<file path="src/rtl/btn_speed_pkg.sv">
package btn_speed_pkg;
  typedef enum logic [1:0] {
    ST_IDLE = 2'd0,
    ST_HOLD = 2'd1,
    ST_WAIT = 2'd2,
    ST_MENU = 2'd3
  } ctl_state_e;

  localparam logic [7:0] MASK_DARK  = 8'h00;
  localparam logic [7:0] MASK_SOLID = 8'h80;

  // code 0 blinks slowest (bit 5), code 3 fastest (bit 2)
  function automatic logic [7:0] speed_mask(input logic [1:0] code);
    return 8'h20 >> code;
  endfunction
endpackage

</file>
<file path="src/rtl/bsf_edge_det.sv">
module bsf_edge_det (
  input  logic clk_i,
  input  logic rst_ni,
  input  logic tick_i,
  input  logic btn_i,
  output logic press_o,
  output logic release_o
);
  logic prev_q;

  always_ff @(posedge clk_i or negedge rst_ni) begin
    if (!rst_ni)     prev_q <= 1'b0;
    else if (tick_i) prev_q <= btn_i;
  end

  assign press_o   = tick_i &  btn_i & ~prev_q;
  assign release_o = tick_i & ~btn_i &  prev_q;


  edge_exclusive_chk: assert property (@(posedge clk_i) disable iff (!rst_ni)
    !(press_o && release_o));

  edge_on_tick_chk: assert property (@(posedge clk_i) disable iff (!rst_ni)
    (press_o || release_o) |-> tick_i);
endmodule

</file>
<file path="src/rtl/bsf_countdown.sv">
module bsf_countdown #(
  parameter int W = 9
) (
  input  logic         clk_i,
  input  logic         rst_ni,
  input  logic         tick_i,
  input  logic         load_i,
  input  logic         clear_i,
  input  logic [W-1:0] load_val_i,
  output logic         expire_o
);
  logic [W-1:0] cnt_q;

  always_ff @(posedge clk_i or negedge rst_ni) begin
    if (!rst_ni)                     cnt_q <= '0;
    else if (clear_i)                cnt_q <= '0;
    else if (load_i)                 cnt_q <= load_val_i;
    else if (tick_i && cnt_q != '0)  cnt_q <= cnt_q - 1'b1;
  end

  assign expire_o = tick_i && (cnt_q == W'(1));


  cnt_hold_chk: assert property (@(posedge clk_i) disable iff (!rst_ni)
    (!tick_i && !load_i && !clear_i) |=> $stable(cnt_q));

  expire_zero_chk: assert property (@(posedge clk_i) disable iff (!rst_ni)
    (expire_o && !load_i && !clear_i) |=> (cnt_q == '0));
endmodule

</file>
<file path="src/rtl/bsf_led_blink.sv">
module bsf_led_blink
  import btn_speed_pkg::*;
(
  input  logic       clk_i,
  input  logic       rst_ni,
  input  logic       tick_i,
  input  logic [7:0] mask_i,
  output logic       led_no
);
  logic [7:0] phase_q;
  logic       led_q;

  always_ff @(posedge clk_i or negedge rst_ni) begin
    if (!rst_ni) begin
      phase_q <= '0;
      led_q   <= 1'b1;
    end else if (tick_i) begin
      phase_q <= phase_q + 8'd1;
      led_q   <= ~|(mask_i & (phase_q | 8'h80));
    end
  end

  assign led_no = led_q;


  led_solid_chk: assert property (@(posedge clk_i) disable iff (!rst_ni)
    (tick_i && mask_i == MASK_SOLID) |=> !led_no);

  led_dark_chk: assert property (@(posedge clk_i) disable iff (!rst_ni)
    (tick_i && mask_i == MASK_DARK) |=> led_no);
endmodule

</file>
<file path="src/rtl/btn_speed_ctrl.sv">
module btn_speed_ctrl
  import btn_speed_pkg::*;
#(
  parameter int          PULSE_TICKS   = 5,
  parameter int          MENU_TICKS    = 500,
  parameter logic [1:0]  DEFAULT_SPEED = 2'd3
) (
  input  logic       clk_i,
  input  logic       rst_ni,
  input  logic       tick_i,
  input  logic       btn_i,
  input  logic [1:0] cur_speed_i,
  output logic       tgt_rst_o,
  output logic       led_no,
  output logic [1:0] speed_o,
  output logic       store_o
);
  localparam int TMR_MAX = (PULSE_TICKS > MENU_TICKS) ? PULSE_TICKS : MENU_TICKS;
  localparam int TMR_W   = $clog2(TMR_MAX + 1);
  localparam logic [TMR_W-1:0] PULSE_V = TMR_W'(PULSE_TICKS);
  localparam logic [TMR_W-1:0] MENU_V  = TMR_W'(MENU_TICKS);

  logic press, rel, expire;
  logic ev_press, ev_rel;
  ctl_state_e state_q, state_d;
  logic [1:0] sel_q, sel_d;
  logic rst_q, rst_d;
  logic [1:0] speed_q;
  logic store_q, commit;
  logic tmr_load, tmr_clear;
  logic [TMR_W-1:0] tmr_val;
  logic [7:0] mask_d;

  bsf_edge_det i_edge (
    .clk_i, .rst_ni, .tick_i, .btn_i,
    .press_o(press), .release_o(rel)
  );

  bsf_countdown #(.W(TMR_W)) i_tmr (
    .clk_i, .rst_ni, .tick_i,
    .load_i(tmr_load), .clear_i(tmr_clear), .load_val_i(tmr_val),
    .expire_o(expire)
  );

  // timeout is resolved last: it overrides a same-tick edge
  assign ev_press = press & ~expire;
  assign ev_rel   = rel   & ~expire;

  always_comb begin
    state_d   = state_q;
    sel_d     = sel_q;
    rst_d     = rst_q;
    commit    = 1'b0;
    tmr_load  = 1'b0;
    tmr_clear = 1'b0;
    tmr_val   = MENU_V;
    unique case (state_q)
      ST_IDLE: if (ev_press) begin
        state_d  = ST_HOLD;
        rst_d    = 1'b1;
        tmr_load = 1'b1;
        tmr_val  = PULSE_V;
      end
      ST_HOLD: if (expire) begin
        state_d  = ST_WAIT;
        rst_d    = 1'b0;
        tmr_load = 1'b1;
      end else if (ev_rel) begin
        state_d   = ST_IDLE;
        rst_d     = 1'b0;
        tmr_clear = 1'b1;
      end
      ST_WAIT: if (expire) begin
        state_d  = ST_MENU;
        sel_d    = cur_speed_i;
        tmr_load = 1'b1;
      end else if (ev_rel) begin
        state_d   = ST_IDLE;
        tmr_clear = 1'b1;
      end
      ST_MENU: if (expire) begin
        state_d   = ST_IDLE;
        commit    = 1'b1;
        tmr_clear = 1'b1;
      end else if (ev_press) begin
        sel_d    = sel_q + 2'd1;
        tmr_load = 1'b1;
      end
      default: state_d = ST_IDLE;
    endcase
  end

  always_comb begin
    unique case (state_d)
      ST_HOLD: mask_d = MASK_SOLID;
      ST_MENU: mask_d = speed_mask(sel_d);
      default: mask_d = MASK_DARK;
    endcase
  end

  always_ff @(posedge clk_i or negedge rst_ni) begin
    if (!rst_ni) begin
      state_q <= ST_IDLE;
      sel_q   <= DEFAULT_SPEED;
      rst_q   <= 1'b0;
      speed_q <= DEFAULT_SPEED;
      store_q <= 1'b0;
    end else begin
      state_q <= state_d;
      sel_q   <= sel_d;
      rst_q   <= rst_d;
      store_q <= commit;
      if (commit) speed_q <= sel_q;
    end
  end

  bsf_led_blink i_led (
    .clk_i, .rst_ni, .tick_i,
    .mask_i(mask_d), .led_no
  );

  assign tgt_rst_o = rst_q;
  assign speed_o   = speed_q;
  assign store_o   = store_q;


  store_single_chk: assert property (@(posedge clk_i) disable iff (!rst_ni)
    store_o |=> !store_o);

  store_idle_chk: assert property (@(posedge clk_i) disable iff (!rst_ni)
    store_o |-> (state_q == ST_IDLE && !tgt_rst_o));

  speed_change_chk: assert property (@(posedge clk_i) disable iff (!rst_ni)
    !$stable(speed_o) |-> store_o);

  rst_in_hold_chk: assert property (@(posedge clk_i) disable iff (!rst_ni)
    tgt_rst_o |-> (state_q == ST_HOLD));

  state_on_tick_chk: assert property (@(posedge clk_i) disable iff (!rst_ni)
    !tick_i |=> $stable(state_q));

  race_tmo_chk: assert property (@(posedge clk_i) disable iff (!rst_ni)
    (state_q == ST_HOLD && expire) |=> (state_q == ST_WAIT));
endmodule

</file>
<file path="config.mk">
export PLATFORM = sky130hd
export DESIGN_NAME = btn_speed_ctrl
export DESIGN_NICKNAME = d
export VERILOG_FILES = /design/src/rtl/btn_speed_pkg.sv /design/src/rtl/bsf_edge_det.sv /design/src/rtl/bsf_countdown.sv /design/src/rtl/bsf_led_blink.sv /design/src/rtl/btn_speed_ctrl.sv
export SDC_FILE = /design/constraint.sdc
export NUM_CORES = 1
export LEC_CHECK = 0
export BUFFER_PORTS_ARGS = -buffer_cell sky130_fd_sc_hd__buf_4
export CORE_UTILIZATION = 45
export DETAILED_ROUTE_END_ITERATION = 8
export PLACE_DENSITY_LB_ADDON = 0.15
export SLEW_MARGIN = 0
export SYNTH_ARGS = -nofsm -noshare
export SYNTH_HDL_FRONTEND = slang
export SYNTH_SLANG_ARGS = --single-unit
</file>
<file path="constraint.sdc">
create_clock -name clk_i -period 3.2 [get_ports clk_i]
set_input_delay 0.16 -clock clk_i [delete_from_list [all_inputs] [get_ports clk_i]]
set_output_delay 0.16 -clock clk_i [all_outputs]
set_load 0.01 [all_outputs]
</file>
==> flow_metrics.tcl <==
set metrics [dict create \
    ys_seq_area_share_pct 40.3 \
    row_count 21 \
    cts.sinks 25 \
    required_ns 3.48 \
    fmaxAchievable_ghz 0.400 \
    htree_levels 1 \
    critPathMaxFanout 7 \
    vias 1284 \
    drt_iter0_drc 55 \
    cp-startpoint "i_tmr.cnt_q[5]" \
    syn_area_per_cell_sq_um 9.45 \
    fin_crit_ns 2.50 \
    grt_pass1_wl_um 5300 \
    end_kind "flip-flop" \
    use_met1_pct 27.3 \
    use_met2_pct 29.0 \
    rsz0062_at_grt "no" \
    ys_ff_latch 25 \
    syn_inst 166 \
    die_x_um 61.1 \
    max_cap_viol_count 0 \
    ir_drop_mv 0.382 \
    syn_nets 181 \
    drcViolationCount 0 \
    use_met3_pct 2.10 \
    reg2reg_from "i_tmr.cnt_q[5]" \
    synth_edf_count 0 \
    fp.dieArea_sq_um 3730 \
    finalWorstSetupSlack_ns 0.697 \
    core_area_sq_um 3340 \
    antenna_found_initial 0 \
    busiest_layer "met2" \
    initial_utilization_pct 47.0 \
    grt_pass1_vias 1201 \
    post_drt_via_cell_ratio 5.73 \
    hold_viol 0 \
    routabilityCongestion 0.856 \
    stdcell_area_sq_um 1730 \
    p_per_area_nw_per_um2 714 \
    cts_tree "built" \
    synthArstFlopShare_pct 100 \
    clk_latency_ns 0.32 \
    yosysWarnings 0 \
    hpwlAfterDp_um 2330 \
    nFillCells 309 \
    grt_max_degree 26 \
    hold_class "input port to flip-flop" \
    r2r_slack_ns 0.70 \
    final-seq-area_sq_um 632 \
    ys.flop_type "dfrtp_1" \
    area_growth_pct 10.4 \
    r2r_end "i_led.led_no" \
    p_leak_nw 0.756 \
    tns_ns 0 \
    port-buffer-count 10 \
    wl_per_cell_um 13.9 \
    die_h_um 61.1 \
    layout-drive-gt1-share_pct 15.2 \
    cts_made_buffers 3 \
    arrival_ns 2.78 \
    hp-start "btn_i" \
    cts_root_buf "clkbuf_4" \
    synth_area_sq_um 1570 \
    ant_nets 0 \
    multiInputGateArea_sq_um 886 \
    yosysUniqueCellTypes 47 \
    post_cts_buffers 0 \
    clk_pin_slew_ns 0.14 \
    tightestPinTransition_ns 0.564 \
    nNetsFinal 194 \
    place_area_sq_um 1690 \
    endpoint "i_led.led_no" \
    finalSetupViolCount 0 \
    grt.overflow.total 0 \
    finalClockSkew_ns 0.00275 \
    ioPinCount 11 \
    slew_headroom_pct 62.2 \
    drtPass1Iterations 4 \
    wl_um 3110 \
    clockBufferDepth 2 \
    pre_cts_ws_ns 0.731 \
    final_max_slew_viol_count 0 \
    startpoint_type "flip-flop" \
    status "completed" \
    antenna_cells 0 \
    r2r_cells 6 \
    period_share_pct 78.2 \
    grtUsageTotal_pct 19.3 \
    critPathKind "flip-flop to flip-flop" \
]
[cells in the mapped netlist, types with 2 or more instances]
master,instances,area [sq um]
mux2_1,3,33.8
and2_1,3,18.8
nand2b_1,2,12.5
nand4_1,3,18.8
a31o_1,4,35.0
a211oi_1,2,15.0
or3_1,2,12.5
nand2_1,15,56.3
xnor2_1,4,35.0
mux2i_1,2,20.0
a41o_1,2,20.0
nor2_1,12,45.0
dfstp_2,5,131
o31ai_1,2,15.0
a22oi_1,2,15.0
a21oi_1,16,80.1
mux2_2,2,22.5
o21ai_0,6,30.0
a31oi_1,2,12.5
nand3_1,4,20.0
dfrtp_1,20,500
clkbuf_1,2,7.51
nor3_1,5,25.0
buf_2,2,10.0
xor2_1,4,35.0
a32oi_1,3,26.3
inv_1,9,33.8
ha_1,9,113
[cell type report]
class	count	area share [%]
inverter	9	1.95
tap	46	3.32
multi-input combinational	128	51.2
clock buffer	3	1.30
sequential	25	36.5
timing repair buffer	12	5.35
clock inverter	1	0.434
[critical path: stages (launching register included)]
cell	delay, ns
dfrtp_1	0.47
or4_1	0.69
nor3_4	0.33
o2111ai_1	0.27
mux2i_1	0.18
mux2_1	0.30
a31o_1	0.21
[registers in the layout, summed over array words and instances (netlist names)]
signal and cells:
i_tmr.cnt_q 9, store_o 1, tgt_rst_o 1, speed_o 2, i_edge.prev_q 1, i_led.led_no 1, state_q 2, sel_q 2
i_led.phase_q 6
[layer usage]
metal / vias up / wire, um
met5: - / 0
met4: 0 / 53
met3: 7 / 76
met2: 22 / 1400
met1: 616 / 1580
li1: 639 / -
[what timing repair did]
action	in CTS	in global routing
endpoints found under the setup margin	0	0
resized for setup	0	0
hold buffers	1	0
hold endpoints to repair	25	0
[worst min-delay path by stage]
stage                               end  cells after the start
after detailed placement        store_o                      1
after global placement          store_o                      1
after CTS                 i_edge.prev_q                      2
final                     i_edge.prev_q                      2
after global routing      i_edge.prev_q                      2
after floorplan           i_edge.prev_q                      0
[cells by family (layout without fill, tap and decap cells)]
group / after synthesis / after routing / share of synthesized area [%]
flops: 25 / 25 / 40.3
xor+xnor: 8 / 8 / 4.47
mux: 7 / 7 / 4.86
buf+inv: 13 / 25 / 3.27
compound gates: 50 / 50 / 21.9
simple gates: 54 / 54 / 18.0
fa+ha+maj: 9 / 9 / 7.18
[where the power goes]
group / leakage (nW) / internal (W) / switching (W)
logic: 0.452 / 0.000223 / 0.000289
clock network: 0.0139 / 0.0000478 / 0.000101
registers: 0.290 / 0.000442 / 0.000133
[per-stage QoR]
step,total power [W],util [%],instances,hold WS [ns]
after floorplan,0.000952,-,166,-0.136
after global placement,0.00108,50.7,219,0.0763
after detailed placement,0.00109,50.7,219,0.0842
after CTS,0.00124,51.9,224,0.0848
after global routing,0.00135,51.9,224,0.0864
final,0.00124,51.9,224,0.0887
[placed cells by master, fill, tap and decap left out, types with 2 or more instances in the layout]
master and instances:
a211oi_1 2, a22oi_1 2, mux2_2 2, a31o_1 4, nand4_1 3, nand2b_1 2
mux2i_1 2, dfrtp_1 20, mux2_1 3, a32oi_1 3, a31oi_1 2, nor2_1 12
xnor2_1 4, clkbuf_4 3, nand2_1 15, dfstp_2 5, xor2_1 4, nand3_1 4
inv_1 9, nor3_1 5, or3_1 2, a21oi_1 16, o31ai_1 2, and2_1 3
buf_4 11, o21ai_0 6, a41o_1 2, ha_1 9
Note: power is estimated with default switching activity, not from simulation.
